**src/rtl/pwm_dt_cap_pkg.sv**
```systemverilog
package pwm_dt_cap_pkg;
  localparam int CAP_W = 15;

  localparam logic [3:0] A_PRESC = 4'd0;
  localparam logic [3:0] A_DEAD  = 4'd1;
  localparam logic [3:0] A_CTRL  = 4'd2;
  localparam logic [3:0] A_CAP0  = 4'd4;
  localparam logic [3:0] A_DUTY0 = 4'd8;

  typedef struct packed {
    logic             rdy;
    logic [CAP_W-1:0] high;
    logic             ovf;
    logic [CAP_W-1:0] period;
  } cap_word_t;
endpackage

```
**src/rtl/pwm_timebase.sv**
```systemverilog
module pwm_timebase #(
  parameter int PRE_W = 16,
  parameter int CNT_W = 8
) (
  input  logic             clk,
  input  logic             rst_n,
  input  logic [PRE_W-1:0] presc,
  output logic [CNT_W-1:0] per_cnt,
  output logic             wrap
);
  logic [PRE_W-1:0] pre_q, pre_d;
  logic [CNT_W-1:0] cnt_q, cnt_d;
  logic             tick;

  always_comb begin
    tick  = (pre_q >= presc);
    pre_d = tick ? '0 : pre_q + 1'b1;
    cnt_d = tick ? cnt_q + 1'b1 : cnt_q;
  end

  always_ff @(posedge clk or negedge rst_n) begin
    if (!rst_n) begin
      pre_q <= '0;
      cnt_q <= '0;
    end else begin
      pre_q <= pre_d;
      cnt_q <= cnt_d;
    end
  end

  assign per_cnt = cnt_q;
  assign wrap    = tick && (cnt_q == '1);
endmodule

```
**src/rtl/pwm_deadband.sv**
```systemverilog
module pwm_deadband #(
  parameter int DT_W = 8
) (
  input  logic            clk,
  input  logic            rst_n,
  input  logic            raw,
  input  logic            en,
  input  logic [DT_W-1:0] dead,
  output logic            out_h,
  output logic            out_l
);
  logic            raw_q;
  logic [DT_W-1:0] dt_q, dt_d;
  logic            quiet;

  always_comb begin
    if (raw != raw_q)  dt_d = dead;
    else if (dt_q != '0) dt_d = dt_q - 1'b1;
    else               dt_d = dt_q;
  end

  always_ff @(posedge clk or negedge rst_n) begin
    if (!rst_n) begin
      raw_q <= 1'b0;
      dt_q  <= '0;
    end else begin
      raw_q <= raw;
      dt_q  <= dt_d;
    end
  end

  assign quiet = (dt_q != '0);
  assign out_h = en && !quiet && raw_q;
  assign out_l = en && !quiet && !raw_q;
endmodule

```
**src/rtl/pwm_capture.sv**
```systemverilog
module pwm_capture
  import pwm_dt_cap_pkg::*;
(
  input  logic      clk,
  input  logic      rst_n,
  input  logic      active,
  input  logic      sig_in,
  input  logic      rd_clr,
  output cap_word_t word
);
  logic [2:0]       sync_q;
  logic             armed_q, armed_d;
  logic [CAP_W-1:0] cnt_q, cnt_d, cnt_inc, hi_tmp_q, hi_tmp_d;
  cap_word_t        word_q, word_d;
  logic             rise, fall, done;

  always_comb begin
    rise     = sync_q[1] && !sync_q[2];
    fall     = !sync_q[1] && sync_q[2];
    cnt_inc  = (cnt_q == '1) ? cnt_q : cnt_q + 1'b1;
    done     = active && rise && armed_q;
    armed_d  = armed_q;
    cnt_d    = cnt_q;
    hi_tmp_d = hi_tmp_q;
    word_d   = word_q;
    if (!active) begin
      armed_d = 1'b0;
      cnt_d   = '0;
    end else if (rise) begin
      armed_d = 1'b1;
      cnt_d   = '0;
    end else begin
      cnt_d = cnt_inc;
      if (fall) hi_tmp_d = cnt_inc;
    end
    if (done) begin
      word_d.period = cnt_inc;
      word_d.high   = hi_tmp_q;
      word_d.rdy    = 1'b1;
      word_d.ovf    = rd_clr ? 1'b0 : (word_q.ovf || word_q.rdy);
    end else if (rd_clr) begin
      word_d.rdy = 1'b0;
      word_d.ovf = 1'b0;
    end
  end

  always_ff @(posedge clk or negedge rst_n) begin
    if (!rst_n) begin
      sync_q   <= '0;
      armed_q  <= 1'b0;
      cnt_q    <= '0;
      hi_tmp_q <= '0;
      word_q   <= '0;
    end else begin
      sync_q   <= {sync_q[1:0], sig_in};
      armed_q  <= armed_d;
      cnt_q    <= cnt_d;
      hi_tmp_q <= hi_tmp_d;
      word_q   <= word_d;
    end
  end

  assign word = word_q;
endmodule

```
**src/rtl/pwm_dt_cap.sv**
```systemverilog
module pwm_dt_cap
  import pwm_dt_cap_pkg::*;
#(
  parameter int NUM_CH = 5,
  parameter int CNT_W  = 8,
  parameter int PRE_W  = 16,
  parameter int DT_W   = 8,
  parameter int CAP_A  = 0,
  parameter int CAP_B  = 4
) (
  input  logic              clk,
  input  logic              rst_n,
  input  logic              wr_en,
  input  logic [3:0]        wr_addr,
  input  logic [PRE_W-1:0]  wr_data,
  input  logic              rd_en,
  input  logic [3:0]        rd_addr,
  output logic [31:0]       rd_data,
  input  logic [1:0]        cap_in,
  output logic [NUM_CH-1:0] out_h,
  output logic [NUM_CH-1:0] out_l
);
  localparam int NUM_CAP = 2;

  logic [1:0]                   rst_pipe_q;
  logic                         rst_sn;
  logic [PRE_W-1:0]             presc_q, presc_d;
  logic [DT_W-1:0]              dead_q, dead_d;
  logic [NUM_CH-1:0]            en_q, en_d;
  logic [NUM_CAP-1:0]           csel_q, csel_d;
  logic [NUM_CH-1:0][CNT_W-1:0] duty_q, duty_d, act_q, act_d;
  logic [CNT_W-1:0]             per_cnt;
  logic                         wrap;
  logic [NUM_CH-1:0]            chan_en, cap_mode;
  cap_word_t                    cap_w [NUM_CAP];
  logic [NUM_CAP-1:0]           cap_rdy, cap_ovf;

  always_ff @(posedge clk or negedge rst_n) begin
    if (!rst_n) rst_pipe_q <= '0;
    else        rst_pipe_q <= {rst_pipe_q[0], 1'b1};
  end
  assign rst_sn = rst_pipe_q[1];

  always_comb begin
    presc_d = presc_q;
    dead_d  = dead_q;
    en_d    = en_q;
    csel_d  = csel_q;
    duty_d  = duty_q;
    act_d   = wrap ? duty_q : act_q;
    if (wr_en) begin
      if (wr_addr == A_PRESC) presc_d = wr_data;
      if (wr_addr == A_DEAD)  dead_d  = wr_data[DT_W-1:0];
      if (wr_addr == A_CTRL) begin
        en_d   = wr_data[NUM_CH-1:0];
        csel_d = wr_data[8 +: NUM_CAP];
      end
      for (int c = 0; c < NUM_CH; c++)
        if (wr_addr == A_DUTY0 + 4'(c)) duty_d[c] = wr_data[CNT_W-1:0];
    end
  end

  always_ff @(posedge clk or negedge rst_sn) begin
    if (!rst_sn) begin
      presc_q <= '0;
      dead_q  <= '0;
      en_q    <= '0;
      csel_q  <= '0;
      duty_q  <= '0;
      act_q   <= '0;
    end else begin
      presc_q <= presc_d;
      dead_q  <= dead_d;
      en_q    <= en_d;
      csel_q  <= csel_d;
      duty_q  <= duty_d;
      act_q   <= act_d;
    end
  end

  pwm_timebase #(.PRE_W(PRE_W), .CNT_W(CNT_W)) tb_i (
    .clk(clk), .rst_n(rst_sn), .presc(presc_q), .per_cnt(per_cnt), .wrap(wrap)
  );

  for (genvar c = 0; c < NUM_CH; c++) begin : g_ch
    assign cap_mode[c] = ((c == CAP_A) && csel_q[0]) || ((c == CAP_B) && csel_q[1]);
    assign chan_en[c]  = en_q[c] && !cap_mode[c];
    pwm_deadband #(.DT_W(DT_W)) db_i (
      .clk(clk), .rst_n(rst_sn), .raw(per_cnt < act_q[c]), .en(chan_en[c]),
      .dead(dead_q), .out_h(out_h[c]), .out_l(out_l[c])
    );
  end

  for (genvar j = 0; j < NUM_CAP; j++) begin : g_cap
    pwm_capture cap_i (
      .clk(clk), .rst_n(rst_sn), .active(csel_q[j]), .sig_in(cap_in[j]),
      .rd_clr(rd_en && (rd_addr == A_CAP0 + 4'(j))), .word(cap_w[j])
    );
    assign cap_rdy[j] = cap_w[j].rdy;
    assign cap_ovf[j] = cap_w[j].ovf;
  end

  always_comb begin
    rd_data = '0;
    if (rd_addr == A_PRESC) rd_data[PRE_W-1:0] = presc_q;
    if (rd_addr == A_DEAD)  rd_data[DT_W-1:0]  = dead_q;
    if (rd_addr == A_CTRL) begin
      rd_data[NUM_CH-1:0]   = en_q;
      rd_data[8 +: NUM_CAP] = csel_q;
    end
    for (int j = 0; j < NUM_CAP; j++)
      if (rd_addr == A_CAP0 + 4'(j)) rd_data = cap_w[j];
    for (int c = 0; c < NUM_CH; c++)
      if (rd_addr == A_DUTY0 + 4'(c)) rd_data[CNT_W-1:0] = duty_q[c];
  end
endmodule

```
**config.mk**
```make
export PLATFORM = sky130hd
export DESIGN_NAME = pwm_dt_cap
export DESIGN_NICKNAME = d
export VERILOG_FILES = /design/src/rtl/pwm_dt_cap_pkg.sv /design/src/rtl/pwm_timebase.sv /design/src/rtl/pwm_deadband.sv /design/src/rtl/pwm_capture.sv /design/src/rtl/pwm_dt_cap.sv
export SDC_FILE = /design/constraint.sdc
export NUM_CORES = 1
export LEC_CHECK = 0
export BUFFER_PORTS_ARGS = -buffer_cell sky130_fd_sc_hd__buf_4
export CAP_MARGIN = 25
export CORE_MARGIN = 8
export CORE_UTILIZATION = 56
export CTS_CLUSTER_SIZE = 24
export DETAILED_ROUTE_END_ITERATION = 10
export PLACE_DENSITY = 0.82
export RECOVER_POWER = 100
export SLEW_MARGIN = 20
export SYNTH_ARGS = -nofsm -noshare
export SYNTH_HDL_FRONTEND = slang
export SYNTH_SLANG_ARGS = --single-unit
```
**constraint.sdc**
```tcl
create_clock -name clk -period 9.9 [get_ports clk]
set_clock_uncertainty 0.1 [all_clocks]
set_input_delay 0 -clock clk [delete_from_list [all_inputs] [get_ports clk]]
set_output_delay 0 -clock clk [all_outputs]
set_load 0.01 [all_outputs]
```
==> summary.md, run 1 <==
| Metric | Value |
|---|---|
| Status | `finished, violations left` |
| Failing checks | `max-capacitance violations, max-slew violations` |
| Startpoint Class | `flop` |
| Max FO, Critical Path | `25` |
| 1st-pass router iterations | `8` |
| Arr. time, crit path | `5.12 ns` |
| Data required, critical path | `10.19 ns` |
| Row count | `61` |
| DP HPWL | `25.5 mm` |
| Synthesized area | `15600 um^2` |
| Inserted Clock Buffers | `34` |
| Pwr Total | `about 4 mW` |
| Number of global-route vias before repair | `11500` |
| Max IR drop VDD | `153 uV` |
| # setup viols final | `0` |
| Predominant post-synthesis flop cell | `dfrtp_1` |
| Avg WL per Cell | `19.8 um` |
| Worst-path cell with the longest stage delay | `nand4_1` |
| Setup ws final | `5.07 ns` |
| Initial antenna violation count | `1` |
| Relative slew slack | `-0.575` |
| Post-Layout Cell Count | `1921` |
| Initial core utilization | `0.565` |
| Ys async rst share | `1.00` |
| Place WS | `approximately 6.6 ns` |
| Share of layout cells above drive strength 1 | `0.136` |
| TNS Setup | `0 ns` |
| Final Hold Vio Count | `0` |
| Clk buf depth | `3` |
| Post-synthesis sequential area ratio | `0.503` |
| Pleak | `~8.0 nW` |
| Syn Inst Count | `1438` |
| Antenna Nets Post-Route | `0` |
| Critical Path End Type | `flop` |
| Root buf cell | `clkbuf_16` |
| Worst Path Buf+Inv | `3` |
| Synth Warn # | `0` |
| # port buffers | `just over 70` |
| # DRC | `0` |
| Initial DRC count | `just over 1000` |
| Vias | `11300` |
| Total power per unit cell area | `237 nW/um^2` |
| Post-Syn Area per Cell | `10.9 um^2` |
| Congestion Overflow GR | `0` |
| First-pass GRT wire length | `61.5 mm` |
| Pins over their slew limit | `206` |
| Hold Crit Class | `input pin to flop` |
| Psw | `1.31 mW` |
| Clock slew at reported path FFs | `0.06 ns` |
| Synth unique cells | `74` |
| Leading cell type in the layout, fill and taps excluded | `dfrtp_1` |
| Postcts setup bufs | `0` |
| DIE HEIGHT | `183 um` |
| Area growth syn-to-layout | `10.8%` |
| Hold Slack | `~0.042 ns` |
| Unrepaired setup endpoints after global routing | `no` |
| CP peak stage delay | `1.22 ns` |
| TritonCTS clock tree | `done` |
| Placed insts | `1837` |
| Commonest non-fill, non-tap cells in the layout | `314 x dfrtp_1, 219 x nand2_1, 102 x mux2_2` |
| Int Power | `2.79 mW` |
| Placed cell area | `16400 um^2` |
| Core Area | `~28000 um^2` |
| H-tree Lvls | `2` |
| Largest net degree at the start of global routing | `173` |
| Clock Power Share | `0.302` |
| Post-synth EDFFs | `0` |
| Final wirelength | `38.0 mm` |
| CP Cell Sequence | `inv_1 -> ha_1 -> and4_1 -> and4_1 -> a221oi_1 -> a21oi_2 -> clkbuf_1 -> nand4_1 -> clkbuf_1 -> mux2_1` |
| Worst-Margin Slew | `2.36 ns` |
| #FFs+latches synth | `314` |
| Worst setup path class | `flop to flop` |
| Switching Fraction | `0.320` |
| Max-cap viol count | `5` |
| Final non-filler cell area | `~17000 um^2` |
| DIE AREA | `roughly 33000 um^2` |
| Clk_lat worst skew | `0.52 ns` |
| Die W | `~180 um` |
| Final period util | `0.488` |
| Syn nets | `about 1500` |
| Nets | `~1600` |
| CP top delay family | `simple AND/OR/NAND/NOR gates` |
| Max Fclk | `0.207 GHz` |
| Total GRT Usage | `0.229` |
| Sequential power share | `0.430` |
| Vias per cell | `5.86` |
| Final design utilization | `0.626` |
| Combinational share of power | `0.268` |
| Period minus WS final | `4.83 ns` |
| Clock sink count | `314` |
| GPL Wtd Cong | `between 0.8 and 0.9` |
| Ports | `a little over 70` |
==> synth_stat cells, types with 9 or more instances <==
master | number | area (um^2)
buf_4 | 10 | 75.1
clkbuf_1 | 38 | 143
nand4_1 | 9 | 56.3
dfrtp_1 | 314 | 7860
nand2_1 | 219 | 822
inv_1 | 77 | 289
mux2_2 | 105 | 1180
o21ai_0 | 92 | 460
a22o_1 | 16 | 140
and4_1 | 9 | 78.8
nand2b_1 | 22 | 138
nor2_1 | 83 | 312
mux2i_1 | 24 | 240
ha_1 | 60 | 751
nor3_1 | 27 | 135
xnor2_1 | 27 | 236
mux2_4 | 36 | 541
a21oi_1 | 29 | 145
nor2b_1 | 13 | 81.3
nand3_1 | 20 | 100
xor2_1 | 28 | 245
and3_1 | 20 | 125
==> layout make-up <==
class | count | area [um^2]
sequential | 314 | 7860
tap | 378 | 473
antenna | 1 | 2.50
clock inverter | 12 | 133
clock buffer | 45 | 942
multi-input combinational | 989 | 6890
timing repair buffer | 105 | 709
fill | 2216 | 10300
inverter | 77 | 289
==> path summary, 6_finish.rpt <==
check	startpoint	end	slack, ns	cells after the start
worst max-delay path	presc_q[15]	act_q[30]	5.07	10
worst min-delay path	cap_in[1]	g_cap[1].cap_i.sync_q[0]	0.04	2
worst max register to register	presc_q[15]	act_q[30]	5.07	10
worst min register to register	rst_pipe_q[0]	rst_pipe_q[1]	0.25	0
max in group asynchronous	rst_pipe_q[1]	tb_i.per_cnt[0]	6.38	2
min in group asynchronous	rst_n	rst_pipe_q[1]	0.24	3
==> cell families (layout without fill, tap and decap cells) <==
| family | count (synthesis) | in the layout | synth area share |
|---|---|---|---|
| fa+ha+maj | 60 | 60 | 0.0481 |
| mux | 175 | 175 | 0.136 |
| flops | 314 | 314 | 0.503 |
| compound gates | 223 | 223 | 0.0929 |
| buf+inv | 135 | 239 | 0.0369 |
| other cells | 1 | 2 | 0.000240 |
| simple gates | 470 | 470 | 0.143 |
| xor+xnor | 60 | 60 | 0.0397 |
==> worst reg2reg max path: stages (launching register included) <==
cell and delay (ns):
dfrtp_1 0.36, inv_1 0.06, ha_1 0.29, and4_1 0.23, and4_1 0.21, a221oi_1 0.08, a21oi_2 0.11, clkbuf_1 0.78
nand4_1 1.23, clkbuf_1 0.75, mux2_1 0.51
==> state kept, by name, indices dropped and copies added (netlist names) <==
| signal | count |
|---|---|
| csel_q | 2 |
| g_ch.db_i.raw_q | 5 |
| g_cap.cap_i.hi_tmp_q | 30 |
| g_cap.cap_i.word | 64 |
| g_cap.cap_i.sync_q | 6 |
| dead_q | 8 |
| act_q | 40 |
| g_cap.cap_i.cnt_q | 30 |
| tb_i.per_cnt | 8 |
| g_ch.db_i.dt_q | 40 |
| presc_q | 16 |
| duty_q | 40 |
| g_cap.cap_i.armed_q | 2 |
| tb_i.pre_q | 16 |
| rst_pipe_q | 2 |
| en_q | 5 |
==> metal layers <==
layer  wire [um]  up-vias  global-route usage
li1            -     5158                   -
met5           0        -                   0
met1       16500     5616               0.299
met4        1910        0               0.110
met2       17300      375               0.365
met3        2290      112              0.0427
==> power groups by stage <==
stage / Sequential [mW] / Combinational [mW] / Clock, mW
after global routing: 1.79 / 1.22 / 1.31
after CTS: 1.77 / 1.17 / 1.25
after floorplan: 1.72 / 0.921 / 0
after global placement: 1.77 / 1.10 / 0
after detailed placement: 1.79 / 1.15 / 0
final: 1.76 / 1.10 / 1.24
==> what timing repair did <==
action | 4_1_cts | 5_1_grt
hold buffers | 23 | 0
gates resized for setup | 0 | 0
hold endpoints to repair | 79 | 0
Note: power is estimated with default switching activity, not from simulation.
==> run 2, diff against run 1 <==
CORE_UTILIZATION = 62   (was 56)
PLACE_DENSITY = 0.85   (was 0.82)
clock period = 4.67 ns   (was 9.9 ns; I/O delays follow)
==> summary.md, run 2 (synthesized netlist as in run 1, its figures left out) <==
| Metric | Value |
|---|---|
| Post-Layout Cell Count | `1876` |
| Congestion Overflow GR | `0` |
| Max FO, Critical Path | `8` |
| Vias | `11500` |
| Startpoint Class | `flop` |
| Antenna Nets Post-Route | `0` |
| Arr. time, crit path | `3.93 ns` |
| Clock slew at reported path FFs | `0.06 ns` |
| Hold Slack | `0.0768 ns` |
| Pwr Total | `about 8.7 mW` |
| Avg WL per Cell | `between 20 and 25 um` |
| Vias per cell | `6.11` |
| Root buf cell | `clkbuf_16` |
| Final non-filler cell area | `17300 um^2` |
| ANT cells | `0` |
| GPL Wtd Cong | `0.853` |
| Final Hold Vio Count | `0` |
| Postcts setup bufs | `0` |
| Setup ws final | `~1.1 ns` |
| # DRC | `0` |
| Nets | `1611` |
| Status | `finished, violations left` |
| Inserted Clock Buffers | `31` |
| Final design utilization | `0.693` |
| Number of global-route vias before repair | `around 12000` |
| Clk buf depth | `3` |
| Pins over their slew limit | `168` |
| Area of the multi-input gates | `approximately 6900 um^2` |
| Clk_lat worst skew | `0.58 ns` |
| TritonCTS clock tree | `done` |
| Die W | `175 um` |
| Max-cap viol count | `5` |
| Period minus WS final | `3.58 ns` |
| Critical Path End Type | `flop` |
| CTS Hold Bufs | `25` |
| 1st-pass router iterations | `7` |
| Largest net degree at the start of global routing | `117` |
| Unrepaired setup endpoints after global routing | `no` |
| Final-layout fill cell count | `~1800` |
| Row count | `a little under 60` |
| Failing checks | `max-capacitance violations, max-slew violations` |
| Worst-Margin Slew | `2.50 ns` |
| Commonest non-fill, non-tap cells in the layout | `314 x dfrtp_1, 219 x nand2_1, 103 x mux2_2` |
| # setup viols final | `0` |
| Hold Crit Class | `input pin to flop` |
| Max Fclk | `0.280 GHz` |
| FF/Latch Area | `7860 um^2` |
| Initial antenna violation count | `1` |
| Final wirelength | `39.4 mm` |
| First-pass GRT wire length | `63.0 mm` |
| DP HPWL | `26.4 mm` |
| DIE HEIGHT | `175 um` |
| Total power per unit cell area | `502 nW/um^2` |
| Place WS | `1.27 ns` |
| Clock sink count | `314` |
| Resized Gates After CTS | `0` |
| Initial core utilization | `0.626` |
| Share of layout cells above drive strength 1 | `0.140` |
| Placed insts | `1790` |
| Worst setup path class | `flop to flop` |
| # port buffers | `71` |
| Initial DRC count | `1017` |
| Relative slew slack | `-0.666` |
| Area growth syn-to-layout | `10.7%` |
| Max IR drop VDD | `~360 uV` |
| TNS Setup | `0 ns` |
| Core Area | `25000 um^2` |
| Data required, critical path | `5.02 ns` |
| Final period util | `0.766` |
| H-tree Lvls | `1` |
| Pleak | `8.07 nW` |
| DIE AREA | `around 30000 um^2` |
| Ports | `72` |
| Leading cell type in the layout, fill and taps excluded | `dfrtp_1` |
| Placed cell area | `16400 um^2` |
| Total GRT Usage | `0.256` |
| Number of flip-flops in the largest register | `64` |
[run 2: worst paths after layout]
path                                 startpoint                 endpoint  slack [ns]  cells past startpoint
min in group asynchronous                 rst_n            rst_pipe_q[1]        0.20                      3
worst min register to register    rst_pipe_q[0]            rst_pipe_q[1]        0.25                      0
worst max register to register  tb_i.per_cnt[5]     g_ch[0].db_i.dt_q[4]        1.09                      7
worst min-delay path                      rd_en  g_cap[1].cap_i.word[15]        0.08                      3
worst max-delay path            tb_i.per_cnt[5]     g_ch[0].db_i.dt_q[4]        1.09                      7
max in group asynchronous         rst_pipe_q[1]               duty_q[17]        1.63                      1
[run 2: final cells by class]
cell class                      instances  share of cell area
Clock buffer                           47              0.0547
Clock inverter                         11             0.00666
Inverter                               77              0.0167
Multi-Input combinational cell        989               0.399
Sequential cell                       314               0.455
Tap cell                              330              0.0239
Timing Repair Buffer                  108              0.0441
[run 2: per-layer routing]
layer | track usage | vias up | part of all wire
li1 | - | 5162 | -
met1 | 0.334 | 5729 | 0.41
met2 | 0.415 | 438 | 0.48
met3 | 0.0410 | 125 | 0.064
met4 | 0.118 | 2 | 0.048
met5 | 0 | - | 0.00028
[run 2: worst max-delay path, cell delays in order (launching register included)]
cell and delay (ns):
dfrtp_1 0.59, ha_1 0.34, a2111oi_0 0.76, nor2b_1 0.23
o21ai_0 0.13, o211ai_1 0.24, xor2_1 0.67, mux2_2 0.41
[run 2: where the power goes]
part,total [mW],internal (mW),switching (mW)
combinational,2.36,1.19,1.18
sequential,3.73,3.21,0.530
clock,2.57,1.50,1.07
